File: config.mk
export PLATFORM = sky130hd
export DESIGN_NAME = sched_prefetch_mgr
export DESIGN_NICKNAME = d
export VERILOG_FILES = /design/src/rtl/spm_pkg.sv /design/src/rtl/spm_obs_filter.sv /design/src/rtl/spm_page_table.sv /design/src/rtl/spm_drain_fsm.sv /design/src/rtl/sched_prefetch_mgr.sv
export SDC_FILE = /design/constraint.sdc
export NUM_CORES = 1
export LEC_CHECK = 0
export ABC_AREA = 0
export CELL_PAD_IN_SITES_DETAIL_PLACEMENT = 1
export CELL_PAD_IN_SITES_GLOBAL_PLACEMENT = 1
export CORE_MARGIN = 4
export CORE_UTILIZATION = 52
export CTS_CLUSTER_DIAMETER = 150
export DETAILED_ROUTE_END_ITERATION = 8
export HOLD_SLACK_MARGIN = 0.15
export MAX_ROUTING_LAYER = met4
export PLACE_DENSITY_LB_ADDON = 0.1
export SETUP_SLACK_MARGIN = 0.05
export SKIP_LAST_GASP = 1
export SYNTH_ARGS = -nofsm -noshare
export SYNTH_HDL_FRONTEND = slang
export SYNTH_SLANG_ARGS = --single-unit
File: constraint.sdc
create_clock -name clk -period 6.8 [get_ports clk]
set_clock_uncertainty 0.1 [all_clocks]
set_input_delay 0.68 -clock clk [delete_from_list [all_inputs] [get_ports clk]]
set_output_delay 0.68 -clock clk [all_outputs]
set_load 0.02 [all_outputs]
File: src/rtl/spm_pkg.sv
// Shared definitions for the scheduler-aware page prefetch manager.
// Assumes a 3-bit opcode class field coming from the warp scheduler.
package spm_pkg;
    localparam int OPC_W = 3;
    localparam logic [OPC_W-1:0] OPC_LOAD  = 3'd1;
    localparam logic [OPC_W-1:0] OPC_STORE = 3'd2;

    typedef enum logic [1:0] {
        ST_IDLE  = 2'd0,
        ST_MISS  = 2'd1,
        ST_TABLE = 2'd2
    } drain_state_t;

    // True for the instruction classes that move data to or from memory
    function automatic logic is_mem_op(input logic [OPC_W-1:0] opc);
        return (opc == OPC_LOAD) || (opc == OPC_STORE);
    endfunction
endpackage

File: src/rtl/spm_obs_filter.sv
// Observation filter: qualifies a scheduler observation for recording and
// reduces its address to a page number. Purely combinational.
// Assumes the caller blocks observations with 'hold' while a walk runs.
module spm_obs_filter #(
    parameter int ADDR_W     = 32,
    parameter int PAGE_SHIFT = 12,
    localparam int PAGE_W    = ADDR_W - PAGE_SHIFT
) (
    input  logic                      obs_valid,
    input  logic [spm_pkg::OPC_W-1:0] obs_opc,
    input  logic [ADDR_W-1:0]         obs_addr,
    input  logic                      obs_cache_hit,
    input  logic                      hold,
    output logic                      rec_valid,
    output logic [PAGE_W-1:0]         rec_page
);
    // Qualify: memory op, missed both caches, not held off
    always_comb begin
        rec_valid = obs_valid && !hold && spm_pkg::is_mem_op(obs_opc) && !obs_cache_hit;
        rec_page  = PAGE_W'(obs_addr >> PAGE_SHIFT);
    end
endmodule

File: src/rtl/spm_page_table.sv
// Page table: insertion-ordered list of unique page numbers with a valid
// bit per entry and a fully parallel duplicate compare. Drops new unique
// pages when full and raises a sticky overflow flag. 'clear' empties it.
// Assumes insert and clear are never requested in the same cycle.
module spm_page_table #(
    parameter int PAGE_W  = 20,
    parameter int DEPTH   = 16,
    localparam int CNT_W  = $clog2(DEPTH + 1)
) (
    input  logic              clk,
    input  logic              rst_n,
    input  logic              ins_valid,
    input  logic [PAGE_W-1:0] ins_page,
    input  logic              clear,
    input  logic [CNT_W-1:0]  rd_idx,
    output logic [CNT_W-1:0]  count,
    output logic [PAGE_W-1:0] rd_page,
    output logic              ovf
);
    logic [PAGE_W-1:0] pages [DEPTH];
    logic [DEPTH-1:0]  valid;
    logic [DEPTH-1:0]  match;
    logic              dup;
    logic              full;
    logic              do_write;

    // Per-entry compare and storage
    for (genvar g = 0; g < DEPTH; g++) begin : g_entry
        assign match[g] = valid[g] && (pages[g] == ins_page);

        // Entry payload: written when this slot is the next free one
        always_ff @(posedge clk) begin
            if (do_write && (count == CNT_W'(g))) begin
                pages[g] <= ins_page;
            end
        end

        // Entry valid bit: set on write, cleared by reset or flush
        always_ff @(posedge clk) begin
            if (!rst_n || clear) begin
                valid[g] <= 1'b0;
            end else if (do_write && (count == CNT_W'(g))) begin
                valid[g] <= 1'b1;
            end
        end
    end

    // Insert decision from the parallel compare and fill level
    always_comb begin
        dup      = |match;
        full     = (count == CNT_W'(DEPTH));
        do_write = ins_valid && !dup && !full;
    end

    // Fill level and sticky overflow flag
    always_ff @(posedge clk) begin
        if (!rst_n || clear) begin
            count <= '0;
            ovf   <= 1'b0;
        end else if (ins_valid && !dup) begin
            if (full) begin
                ovf <= 1'b1;
            end else begin
                count <= count + CNT_W'(1);
            end
        end
    end

    // Read mux for the walk
    always_comb begin
        rd_page = '0;
        for (int i = 0; i < DEPTH; i++) begin
            if (rd_idx == CNT_W'(i)) begin
                rd_page = pages[i];
            end
        end
    end
endmodule

File: src/rtl/spm_drain_fsm.sv
// Drain controller: on a DRAM miss it offers the missed page, then walks
// the table in order, skipping resident pages and the missed page, one
// request per handshake; then it flushes the table and returns to idle.
// Assumes res_hit answers combinationally for rd_page.
module spm_drain_fsm #(
    parameter int PAGE_W = 20,
    parameter int CNT_W  = 5
) (
    input  logic              clk,
    input  logic              rst_n,
    input  logic              miss_valid,
    input  logic [PAGE_W-1:0] miss_page,
    input  logic [CNT_W-1:0]  count,
    input  logic [PAGE_W-1:0] rd_page,
    input  logic              res_hit,
    input  logic              pf_ready,
    output logic              drain_idle,
    output logic [CNT_W-1:0]  rd_idx,
    output logic              tbl_clear,
    output logic              res_query_valid,
    output logic              pf_valid,
    output logic [PAGE_W-1:0] pf_page
);
    import spm_pkg::*;

    drain_state_t      state_q;
    logic [CNT_W-1:0]  idx_q;
    logic [PAGE_W-1:0] miss_q;
    logic              in_tbl;
    logic              at_end;
    logic              skip;

    // Walk-phase decode and outputs
    always_comb begin
        in_tbl          = (state_q == ST_TABLE);
        at_end          = (idx_q == count);
        skip            = res_hit || (rd_page == miss_q);
        res_query_valid = in_tbl && !at_end;
        tbl_clear       = in_tbl && at_end;
        pf_valid        = (state_q == ST_MISS) || (in_tbl && !at_end && !skip);
        pf_page         = (state_q == ST_MISS) ? miss_q : rd_page;
        drain_idle      = (state_q == ST_IDLE);
        rd_idx          = idx_q;
    end

    // State, walk index and captured miss page
    always_ff @(posedge clk) begin
        if (!rst_n) begin
            state_q <= ST_IDLE;
            idx_q   <= '0;
            miss_q  <= '0;
        end else begin
            case (state_q)
                ST_IDLE: begin
                    if (miss_valid) begin
                        miss_q  <= miss_page;
                        idx_q   <= '0;
                        state_q <= ST_MISS;
                    end
                end
                ST_MISS: begin
                    if (pf_ready) begin
                        state_q <= ST_TABLE;
                    end
                end
                ST_TABLE: begin
                    if (at_end) begin
                        idx_q   <= '0;
                        state_q <= ST_IDLE;
                    end else if (skip || pf_ready) begin
                        idx_q <= idx_q + CNT_W'(1);
                    end
                end
                default: state_q <= ST_IDLE;
            endcase
        end
    end
endmodule

File: src/rtl/sched_prefetch_mgr.sv
// Scheduler-aware page prefetch manager top. Records unique 4 KB pages of
// cache-missing loads/stores seen at the warp scheduler and, on a device
// DRAM miss, issues the missed page and then every non-resident recorded
// page as prefetch requests, then flushes. Assumes a single clock domain.
module sched_prefetch_mgr #(
    parameter int ADDR_W     = 32,
    parameter int PAGE_SHIFT = 12,
    parameter int DEPTH      = 16,
    localparam int PAGE_W    = ADDR_W - PAGE_SHIFT
) (
    input  logic                      clk,
    input  logic                      rst_n,
    input  logic                      obs_valid,
    input  logic [spm_pkg::OPC_W-1:0] obs_opc,
    input  logic [ADDR_W-1:0]         obs_addr,
    input  logic                      obs_cache_hit,
    output logic                      obs_busy,
    input  logic                      miss_valid,
    input  logic [ADDR_W-1:0]         miss_addr,
    output logic                      res_query_valid,
    output logic [PAGE_W-1:0]         res_query_page,
    input  logic                      res_hit,
    output logic                      pf_valid,
    input  logic                      pf_ready,
    output logic [PAGE_W-1:0]         pf_page,
    output logic                      ovf_flag
);
    localparam int CNT_W = $clog2(DEPTH + 1);

    logic              rec_valid;
    logic [PAGE_W-1:0] rec_page;
    logic              drain_idle;
    logic              tbl_clear;
    logic [CNT_W-1:0]  rd_idx;
    logic [CNT_W-1:0]  count;
    logic [PAGE_W-1:0] rd_page;
    logic [PAGE_W-1:0] miss_page;

    // Busy while walking or while a miss is being taken
    always_comb begin
        obs_busy       = !drain_idle || miss_valid;
        miss_page      = PAGE_W'(miss_addr >> PAGE_SHIFT);
        res_query_page = rd_page;
    end

    spm_obs_filter #(
        .ADDR_W    (ADDR_W),
        .PAGE_SHIFT(PAGE_SHIFT)
    ) u_filter (
        .obs_valid    (obs_valid),
        .obs_opc      (obs_opc),
        .obs_addr     (obs_addr),
        .obs_cache_hit(obs_cache_hit),
        .hold         (obs_busy),
        .rec_valid    (rec_valid),
        .rec_page     (rec_page)
    );

    spm_page_table #(
        .PAGE_W(PAGE_W),
        .DEPTH (DEPTH)
    ) u_table (
        .clk      (clk),
        .rst_n    (rst_n),
        .ins_valid(rec_valid),
        .ins_page (rec_page),
        .clear    (tbl_clear),
        .rd_idx   (rd_idx),
        .count    (count),
        .rd_page  (rd_page),
        .ovf      (ovf_flag)
    );

    spm_drain_fsm #(
        .PAGE_W(PAGE_W),
        .CNT_W (CNT_W)
    ) u_fsm (
        .clk            (clk),
        .rst_n          (rst_n),
        .miss_valid     (miss_valid),
        .miss_page      (miss_page),
        .count          (count),
        .rd_page        (rd_page),
        .res_hit        (res_hit),
        .pf_ready       (pf_ready),
        .drain_idle     (drain_idle),
        .rd_idx         (rd_idx),
        .tbl_clear      (tbl_clear),
        .res_query_valid(res_query_valid),
        .pf_valid       (pf_valid),
        .pf_page        (pf_page)
    );
endmodule

# Word level (Yosys, flattened, before mapping)
# Memories as Yosys holds them, arrays and structs flattened.
# Index checks and enable logic that the tools add are counted.
# totals
ff_bits,49
ram_bits,320
inputBits,74
word_cells,263
n_memories,1
# memory_table
memory,depth,word_bits,rd,rd_clocked_by_memory_dff,wr,line,rtl
u_table.pages,16,20,16,0,1,spm_page_table.sv:20,logic [PAGE_W-1:0] pages [DEPTH];
# classes
n_addsub,2
n_eq_ne,57
muxes,102
bitwise,1
n_reduce_logical,79
# op_table
operator,n
20-bit two-way mux,32
20-bit == test,17
20-bit OR reduction,15
"5-bit by 4-bit == test with 1-bit output, second input constant",16
4-bit two-way mux,15
1-bit two-way mux,47
"5-bit by 3-bit == test with 1-bit output, second input constant",8
1-bit logical AND,40
"5-bit by 2-bit == test with 1-bit output, second input constant",4
16-bit OR reduction,1
5-bit two-way mux,3
"5-bit by 1-bit adder with 5-bit output, second input constant",2
"5-bit by 1-bit == test with 1-bit output, second input constant",2
5-bit logical NOT,2
5-bit one-hot mux with 2 select lines,1
1-bit logical NOT,8
1-bit logical OR,6
2-bit two-way mux,3
"2-bit != test, second input constant",3
2-bit one-hot mux with 3 select lines,1
2-bit AND reduction,3
3-bit AND reduction,2
5-bit == test,1
"5-bit == test, second input constant",1
8 further kinds,8

# Longest topological paths before layout
# Gate-level depths: netlist of run 1.
# depth
depth_word,28
depth_mapped,18
mapped_depth_nobuf,15

# By module
# From an unflattened synthesis of run 1, not the netlist that was laid out.
# unflattened
hier_cells,1564
area_unflattened_um2,19469.9
# by_module_without_submodules
mod,instances,cells_per_inst,area_per_inst_um2,seq_area_each_um2
spm_page_table,1,1347,17621.9,10049.6
spm_drain_fsm,1,193,1656.6,540.5
spm_obs_filter,1,23,185.2,0.0
sched_prefetch_mgr,1,1,6.3,0.0

# Worst setup path before layout of run 1
# OpenSTA, ideal clock, no wires.
# synth_timing
path_kind,register -> output
from,"reg u_fsm.idx_q[0], in the netlist u_fsm.rd_idx[0]"
to,out pf_valid
arrival_ns,3.856
required_ns,6.020
setup_slack_ns,2.164
stages_incl_launch_ff,16
path_cell_list,dfxtp_1 > ha_1 > buf_2 > clkinv_1 > nor3_1 > ha_1 > clkbuf_1 > clkbuf_1 > buf_1 > buf_1 > a21oi_1 > a2bb2oi_1 > xnor2_1 > nand4_1 > nor2_1 > o31ai_1
# synth_between
elab_chain_len,22
word_cells_on_any_way,40
cone_classes,17 x eq/ne; 16 x mux; 7 x reduce/logical
# synth_lines
element,line,rtl
from (decl),spm_drain_fsm.sv:27,logic [CNT_W-1:0] idx_q;
from (signal assigned),spm_drain_fsm.sv:71,idx_q <= idx_q + CNT_W'(1);
5-bit logical NOT,spm_page_table.sv:73,if (rd_idx == CNT_W'(i)) begin
20-bit two-way mux (15 in series),spm_page_table.sv:73,
20-bit two-way mux (*),spm_page_table.sv:73,
net res_query_page[12],sched_prefetch_mgr.sv:21,"output logic [PAGE_W-1:0] res_query_page,"
20-bit == test (*),spm_drain_fsm.sv:37,skip = res_hit || (rd_page == miss_q);
1-bit logical OR (*),spm_drain_fsm.sv:37,
1-bit logical NOT (*),spm_drain_fsm.sv:40,pf_valid = (state_q == ST_MISS) || (in_tbl && !at_end && !skip);
1-bit logical AND (*),spm_drain_fsm.sv:40,
1-bit logical OR (*),spm_drain_fsm.sv:40,
to (decl),sched_prefetch_mgr.sv:23,"output logic pf_valid,"
# The timed path passes the listed nets; every way through them passes the cells marked *.

# Worst setup path in the final report of run 1
# layout_timing
from,"reg u_fsm.idx_q[0], in the netlist u_fsm.rd_idx[0]"
to,out pf_valid
# layout_between
elab_chain_len,22
word_cells_on_any_way,40
cone_classes,17 x eq/ne; 16 x mux; 7 x reduce/logical
# layout_lines
element,line
5-bit logical NOT,spm_page_table.sv:73
20-bit two-way mux (16 in series),spm_page_table.sv:73
20-bit == test,spm_drain_fsm.sv:37
1-bit logical OR,spm_drain_fsm.sv:37
1-bit logical NOT,spm_drain_fsm.sv:40
1-bit logical AND (*),spm_drain_fsm.sv:40
1-bit logical OR (*),spm_drain_fsm.sv:40
# Mark *: on every way between the ends. The rest lies on a longest branch, timed or not.

==> flow_summary.ini, run 1 <==
[worst_setup_path]
startpoint_type = flip-flop
crit_path_end_kind = output port
path_depth = 12
crit_top_cell = or4_1
worst-setup-path-type = reg -> out
setup.worst_path.start = u_fsm.rd_idx[0]
cp-endpoint = pf_valid
r2r-end = u_fsm.rd_idx[4]
worst-path-buf-inv = 2
crit_family = simple AND/OR/NAND/NOR gates
slowest_delay_ps = 770
cp_slowest_cell = or4_1
reg2reg_depth = 12
required_ps = 6020
worst-r2r-setup-slack_ps = 1340
cp_cell_sequence = ha_1, or4_1, nor3_1, o221ai_1, a222oi_1, buf_4, xor2_1, or4_1, or4_4, nor2_1, o31ai_1, clkdlybuf4s50_1
cp_max_fo = 15
r2r-start = u_fsm.rd_idx[0]
crit_arrival_ps = 5750

[synth]
ys_types = 81
synthesis.area_sq_um = 19800
syn_nets = 1887
syn_area_per_cell_sq_um = 11.0
synth_seq_cells = 369
synth-edff-count = 320
synthArstFlopShare_pct = 0
synth_ff_type = edfxtp_1
yosysWarnings = 0
yosysSeqAreaShare_pct = 53.5
syn_inst = 1803

[layout]
areaGrowthSynthToFinish_pct = 15.0
multiInputGateArea_sq_um = 8540
fill_cells = 3916
drive_gt1_share_pct = 10.0
seqCellArea_sq_um = 10600
layout_commonest_cell = edfxtp_1
layout_common_cells = edfxtp_1, xnor2_1, a21oi_1
fin_nets = 1980

[sta]
maxSlewHeadroom_pct = 16.3
min_period_ps = 6530
finalHoldViolations = 0
fin_setup_tns_ps = 0
rsz0062_at_grt = false
tightest_slew_ps = 1240
post-route-period-util_pct = 96.1
maxSlewViolCount = 0
fmax_ghz = 0.153
setup_viol = 0

[detailed_routing]
post-route-drc-count = 0
vias = 16859
drt_iter0_drc = 2488
viasPerCell = 6.91
antenna_left = 0
wirelength_mm = 82.6
wire_per_inst_um = 33.8
drtPass1Iterations = 6

[global_route]
grt_max_degree = 65
antenna_found_initial = 4
grt_usage_pct = 40.0
grt_pass1_vias = 16715
grt_pass1_wl_mm = 117
grt-ovfl-total = 0

[status]
status = finished, final reports clean

[die]
fp.dieH_um = 203
fp.dieW_um = 203
io_pins = 118
core_sq_um = 37600
start_util_pct = 52.7
die-area_sq_um = 41200
num_rows = 71

[place]
io_buffers = 93
hpwl_mm = 58.4
place_congestion = 0.986

[cts]
cts.clk_slew.worst_paths_ps = 60
post_cts_buffers = 0
clockBufferDepth = 3
cts.sinks = 369
cts_tree = built
clock-root-buffer = clkbuf_16
worstSkewPairLatency_ps = 590
cts.htree.levels = 2
cts_inserted_buffers = 42

[pwr]
ir_drop_uv = 229
p_leak_nw = 7.47
p_per_area_nw_per_um2 = 226
p_total_mw = 5.16

[worst_hold_path]
hold_class = reg -> reg

[job]
cap_violations = 0
## final cells by class
type / instances / area share [%]
clock inverter: 19 / 0.808
tap: 511 / 2.81
antenna: 2 / 0.0220
inverter: 39 / 0.643
clock buffer: 57 / 5.18
sequential: 369 / 46.5
timing repair buffer: 175 / 6.53
multi-input combinational: 1269 / 37.5
## power breakdown
| part | switching, mW | internal [mW] | total [mW] |
|---|---|---|---|
| logic | 0.242 | 0.137 | 0.379 |
| registers | 0.0150 | 2.47 | 2.48 |
| clock network | 0.964 | 1.33 | 2.30 |
| total | 1.22 | 3.94 | 5.16 |
## layer usage
| layer | up-vias | routed length [um] | GRT usage (%) |
|---|---|---|---|
| met1 | 8544 | 32600 | 55.0 |
| met2 | 1200 | 36100 | 58.7 |
| li1 | 6880 | - | - |
| met3 | 235 | 10300 | 10.0 |
| met5 | - | 0 | - |
| met4 | 0 | 3590 | 13.5 |
## worst register-to-register path: stages, from the launching register on
cell and delay [ps]:
dfxtp_1 410, ha_1 330, or4_1 770, nor3_1 630
o221ai_1 460, a222oi_1 410, buf_4 210, xor2_1 70
or4_1 550, or4_4 550, o21a_1 280, or4_1 440
a21oi_1 160
## synthesized netlist by cell type, types with 5 or more instances
library cell	number	share of area [%]
o221ai_1	14	0.62
a22oi_1	7	0.27
o2111ai_1	6	0.27
nor3_1	23	0.58
buf_1	19	0.36
a21o_1	6	0.23
o221a_2	9	0.51
ha_1	10	0.63
nor2_1	99	1.9
nand4_1	63	2.0
a2bb2oi_1	10	0.44
o211ai_1	8	0.30
nand3b_1	13	0.49
dfxtp_1	49	5.0
a211oi_1	7	0.27
inv_1	36	0.68
xnor2_1	232	10
o21a_1	7	0.27
a221oi_1	25	1.1
and2_1	15	0.47
a31oi_1	7	0.22
nor2b_1	15	0.47
o21ai_1	5	0.13
nand2_1	133	2.5
buf_6	5	0.28
a221o_1	6	0.30
and3b_1	5	0.22
clkbuf_1	89	1.7
nor4_1	47	1.5
nand2b_1	14	0.44
a211o_1	7	0.31
o21ai_0	64	1.6
o32ai_1	5	0.22
edfxtp_1	320	49
or4_1	5	0.19
o2bb2ai_1	7	0.31
and3_1	9	0.28
nand3_1	33	0.83
o22ai_1	25	0.79
xor2_1	112	5.0
a21oi_1	139	3.5
buf_2	13	0.33
## repair_timing
item | CTS | global route
gates resized for setup | 0 | 1
hold buffers | 0 | 0
endpoints found under the setup margin | 0 | 1
## cell families after synthesis
group,share of synthesized area (%)
simple gates,13.1
compound gates,13.9
flops,53.5
xor+xnor,15.2
buf+inv,3.40
fa+ha+maj,0.632
mux,0.215
## state kept, by name, indices dropped and copies added, names as in the netlist
| signal | count |
|---|---|
| u_fsm.miss_q | 20 |
| u_fsm.state_q | 2 |
| u_fsm.rd_idx | 5 |
| u_table.valid | 16 |
| u_table.ovf | 1 |
| u_table.pages | 320 |
| u_table.count | 5 |
## how the worst min path moves through the flow
stage	startpoint	end	slack, ps	cells after the start
after global placement	u_table.valid[15]	u_table.valid[15]	350	2
after floorplan	u_table.valid[12]	u_table.valid[12]	340	2
after global routing	u_table.valid[8]	u_table.valid[8]	400	2
after CTS	u_table.valid[8]	u_table.valid[8]	370	2
after detailed placement	u_table.valid[8]	u_table.valid[8]	360	2
final	u_table.valid[8]	u_table.valid[8]	370	2
## per-stage QoR
step,worst slack [ps],utilization [%],hold WS (ps),instance area (sq um),cells
finish,267,60.6,370,22800,2441
global route,123,60.6,402,22800,2440
CTS,282,60.6,372,22800,2439
detailed placement,915,56.9,357,21400,2363
global placement,996,56.9,351,21400,2363
floorplan,2160,-,339,19800,1803
(Power assumes the default switching activity.)
==> run 2: changes to the inputs <==
Settings changed: CORE_UTILIZATION 52 to 50, CTS_CLUSTER_DIAMETER 150 to 40, GPL_ROUTABILITY_DRIVEN from default to 0.
==> run 2 against run 1 <==
Net effect: via count decreased by 0.25%; critical path type unchanged; combinational power decreased by 3%; clock-buffer cell count increased by 7; hold slack worse by 23 ps; routed wire length grew 0.11%.
==> flow_summary.ini, run 2 (synthesized netlist as in run 1, its figures left out) <==
[die]
fp.dieW_um = 207
die-area_sq_um = 42800
num_rows = 72
core_sq_um = 38900
fp.dieH_um = 207
io_pins = 118
start_util_pct = 50.9

[detailed_routing]
wire_per_inst_um = 33.6
post-route-drc-count = 0
drtPass1Iterations = 5
wirelength_mm = 82.6
drt_iter0_drc = 2784
antenna_left = 0
viasPerCell = 6.83
vias = 16817

[worst_setup_path]
crit_arrival_ps = 5840
worst-r2r-setup-slack_ps = 1320
worst-path-buf-inv = 3
startpoint_type = flip-flop
crit_family = simple AND/OR/NAND/NOR gates
r2r-start = u_fsm.rd_idx[1]
setup.worst_path.start = u_fsm.rd_idx[1]
reg2reg_depth = 14
path_depth = 14
cp_slowest_cell = nor2b_1
worst-setup-path-type = reg -> out
cp_cell_sequence = inv_1, ha_2, nor2b_1, a221oi_1, nor3_1, o221ai_1, a222oi_1, buf_4, xor2_1, or4_1, or4_4, nor2_1, o31ai_1, clkdlybuf4s50_1
cp-endpoint = pf_valid
required_ps = 6020
slowest_delay_ps = 820
crit_path_end_kind = output port
cp_max_fo = 9
r2r-end = u_fsm.rd_idx[4]

[sta]
min_period_ps = 6620
fin_setup_tns_ps = 0
maxSlewHeadroom_pct = 14.1
fmax_ghz = 0.151
post-route-period-util_pct = 97.4
setup_viol = 0
rsz0062_at_grt = false
finalHoldViolations = 0
maxSlewViolCount = 0
tightest_slew_ps = 1290

[cts]
clock-root-buffer = clkbuf_16
cts.clk_slew.worst_paths_ps = 60
cts_hold_buffers = 0
post_cts_buffers = 0
worstSkewPairLatency_ps = 620
cts.htree.levels = 2
cts_tree = built
clockBufferDepth = 3
cts_inserted_buffers = 56
cts_resized = 0
cts.sinks = 369

[global_route]
grt_max_degree = 47
grt_pass1_vias = 16262
grt_usage_pct = 39.1
grt-ovfl-total = 0
grt_pass1_wl_mm = 117
busiest_layer = met2
met3_usage_pct = 13.0
antenna_found_initial = 3
grt_use_met2_pct = 54.8
grt_use_met1_pct = 54.0

[layout]
drive_gt1_share_pct = 11.0
layout_common_cells = edfxtp_1, xnor2_1, a21oi_1
top_regs = u_table.pages (320), u_fsm.miss_q (20), u_table.valid (16)
areaGrowthSynthToFinish_pct = 17.3
fill_cells = 4069
fin_util_pct = 59.6
largest-register = u_table.pages
fin_nets = 1978
largest_reg_flops = 320
layout_commonest_cell = edfxtp_1

[worst_hold_path]
min_from = obs_addr[20]
hold_class = in -> reg

[pwr]
p_leak_nw = 7.66
p_total_mw = 5.87
p_per_area_nw_per_um2 = 253
ir_drop_uv = 244

[job]
cap_violations = 0

[place]
io_buffers = 93
hpwl_mm = 59.0

[status]
status = finished, final reports clean
run 2: cell count changes in the layout (fill, tap and decap cells not counted), sizes merged:
cell	previous run	this run
clkinvlp	0	2
clkinv	16	21
buf	102	86
clkbuf	57	64
bufinv	3	8
inv	39	49
run 2: metal layers:
layer,up-vias,wire length (um)
li1,6911,-
met1,8384,32300
met2,1293,34700
met3,229,12200
met4,0,3410
met5,-,0
run 2: area by class of cell:
type                    instances  area, sq um  area share [%]
flip-flops and latches        369        10600            45.6
multi-input cells            1269         8540            36.8
clock buffers                  64         1460            6.30
repair buffers                159         1330            5.71
well taps                     518          648            2.79
clock inverters                41          493            2.12
inverters                      39          146           0.631
diodes                          2         5.00          0.0216
run 2: metrics by stage:
step	setup slack [ps]	std cells	instance area (sq um)	hold WS (ps)
finish	176	2461	23200	347
global route	52.3	2461	23200	345
CTS	213	2459	23200	333
detailed placement	883	2354	21200	364
global placement	846	2354	21200	350
floorplan	2160	1803	19800	339
run 2: report_power, final:
part | internal, mW | leakage (nW) | switching [mW]
logic | 0.130 | 3.43 | 0.236
clock network | 1.87 | 0.965 | 1.15
registers | 2.47 | 3.27 | 0.0148
total | 4.47 | 7.66 | 1.40
run 2: worst min path at each step:
stage | to | cells after the start
finish | u_table.pages[15][8] | 1
global route | u_table.pages[10][8] | 1
CTS | u_table.pages[15][8] | 1
detailed placement | u_table.valid[8] | 2
global placement | u_table.valid[0] | 2
floorplan | u_table.valid[12] | 2
==> run 3: changes to the inputs <==
Settings changed: CORE_UTILIZATION 50 to 52, SETUP_SLACK_MARGIN 0.05 to 0.15.
==> run 3 against run 2 <==
Net effect: utilization increased by 2.3 points; cell count increased by 0.57%; sequential power about the same; global-route usage increased by 1.6 points; setup slack improved by 160 ps; final area increased by 0.26%; total power decreased by 3.0%; die area decreased by 3.7%; clock power decreased by 6%; register-to-register slack improved by 190 ps; highest routed layer unchanged.
==> flow_summary.ini, run 3 (synthesized netlist as in run 1, its figures left out) <==
[detailed_routing]
vias = 17224
antenna_left = 0
post-route-drc-count = 0
viasPerCell = 6.96
wire_per_inst_um = 33.7
wirelength_mm = 83.3
drtPass1Iterations = 6
drt_iter0_drc = 3028

[sta]
post-route-period-util_pct = 95.1
maxSlewHeadroom_pct = 19.7
tightest_slew_ps = 1210
fin_setup_tns_ps = 0
setup_viol = 0
finalHoldViolations = 0
min_period_ps = 6470
fmax_ghz = 0.155
rsz0062_at_grt = false
maxSlewViolCount = 0

[cts]
cts_hold_buffers = 0
worstSkewPairLatency_ps = 630
cts_resized = 0
post_cts_buffers = 0
clockBufferDepth = 3
cts_inserted_buffers = 56
cts.htree.levels = 2
cts.clk_slew.worst_paths_ps = 60
cts.sinks = 369
clock-root-buffer = clkbuf_16
cts_tree = built

[die]
fp.dieH_um = 203
io_pins = 118
die-area_sq_um = 41200
core_sq_um = 37600
fp.dieW_um = 203
num_rows = 71
start_util_pct = 52.7

[global_route]
grt_usage_pct = 40.7
met3_usage_pct = 10.3
grt_pass1_wl_mm = 120
grt_pass1_vias = 17022
busiest_layer = met2
grt_use_met2_pct = 58.2
antenna_found_initial = 6
grt_max_degree = 70
grt-ovfl-total = 0
grt_use_met1_pct = 55.8

[place]
dpl_cell_area_sq_um = 21400
io_buffers = 93
hpwl_mm = 58.1

[worst_setup_path]
worst-setup-path-type = reg -> out
worst-path-buf-inv = 5
crit_arrival_ps = 5690
slowest_delay_ps = 590
cp_slowest_cell = clkdlybuf4s50_1
cp_max_fo = 16
crit_path_end_kind = output port
cp_cell_sequence = inv_1, ha_2, buf_4, inv_1, a32oi_1, o221ai_1, o221ai_1, a222oi_1, buf_4, xor2_1, or4_1, or4_4, nor2_1, o31ai_1, clkdlybuf4s50_1
crit_family = buffers and inverters
required_ps = 6020
startpoint_type = flip-flop

[pwr]
p_leak_nw = 7.68
p_per_area_nw_per_um2 = 245
p_total_mw = 5.69
ir_drop_uv = 256

[layout]
top_regs = u_table.pages (320), u_fsm.miss_q (20), u_table.valid (16)
fin_nets = 1998
layout_common_cells = edfxtp_1, xnor2_1, a21oi_1
areaGrowthSynthToFinish_pct = 17.6
largest_reg_flops = 320
stdcell_area_sq_um = 23300
largest-register = u_table.pages
drive_gt1_share_pct = 11.7
layout_commonest_cell = edfxtp_1

[job]
cap_violations = 0

[status]
status = finished, final reports clean

[worst_hold_path]
hold_class = reg -> reg
## run 3: through the flow
stage	hold WS, ps	setup WS (ps)	util [%]	cells
final	381	332	61.9	2475
after global routing	413	252	61.9	2475
after CTS	385	212	61.8	2471
after detailed placement	371	923	57.0	2367
after global placement	350	961	57.0	2367
after floorplan	339	2160	-	1803
## run 3: metal layers
metal / wire, um / vias to the layer above
met5: 0 / -
met4: 4260 / 0
met3: 11000 / 281
met2: 36000 / 1383
met1: 32000 / 8617
li1: - / 6943
## run 3: cell type report
class | instances | area [sq um]
diodes | 4 | 10.0
clock buffers | 73 | 1550
clock inverters | 31 | 265
fillers | 3894 | 14300
inverters | 39 | 146
multi-input cells | 1269 | 8550
flip-flops and latches | 369 | 10600
well taps | 511 | 639
repair buffers | 179 | 1520
## run 3: tightest hold or removal path, stage by stage, from the launching register on
cell	delay, ps
dfxtp_1	330
nor2_1	50
nor2_1	70
## run 3: path summary, 6_finish.rpt
| kind | slack [ps] | end | depth (start not counted) | startpoint |
|---|---|---|---|---|
| min | 380 | u_table.valid[15] | 2 | u_table.valid[15] |
| max | 330 | pf_valid | 15 | u_fsm.rd_idx[1] |
| min reg2reg | 380 | u_table.valid[15] | 2 | u_table.valid[15] |
| max reg2reg | 1510 | u_fsm.rd_idx[3] | 15 | u_fsm.rd_idx[1] |
## run 3: report_power, final
group          leakage (nW)  internal, mW  switching, mW
logic                  3.54         0.136          0.243
registers              3.27          2.47         0.0153
clock network         0.872          1.69           1.14
total                  7.68          4.30           1.40
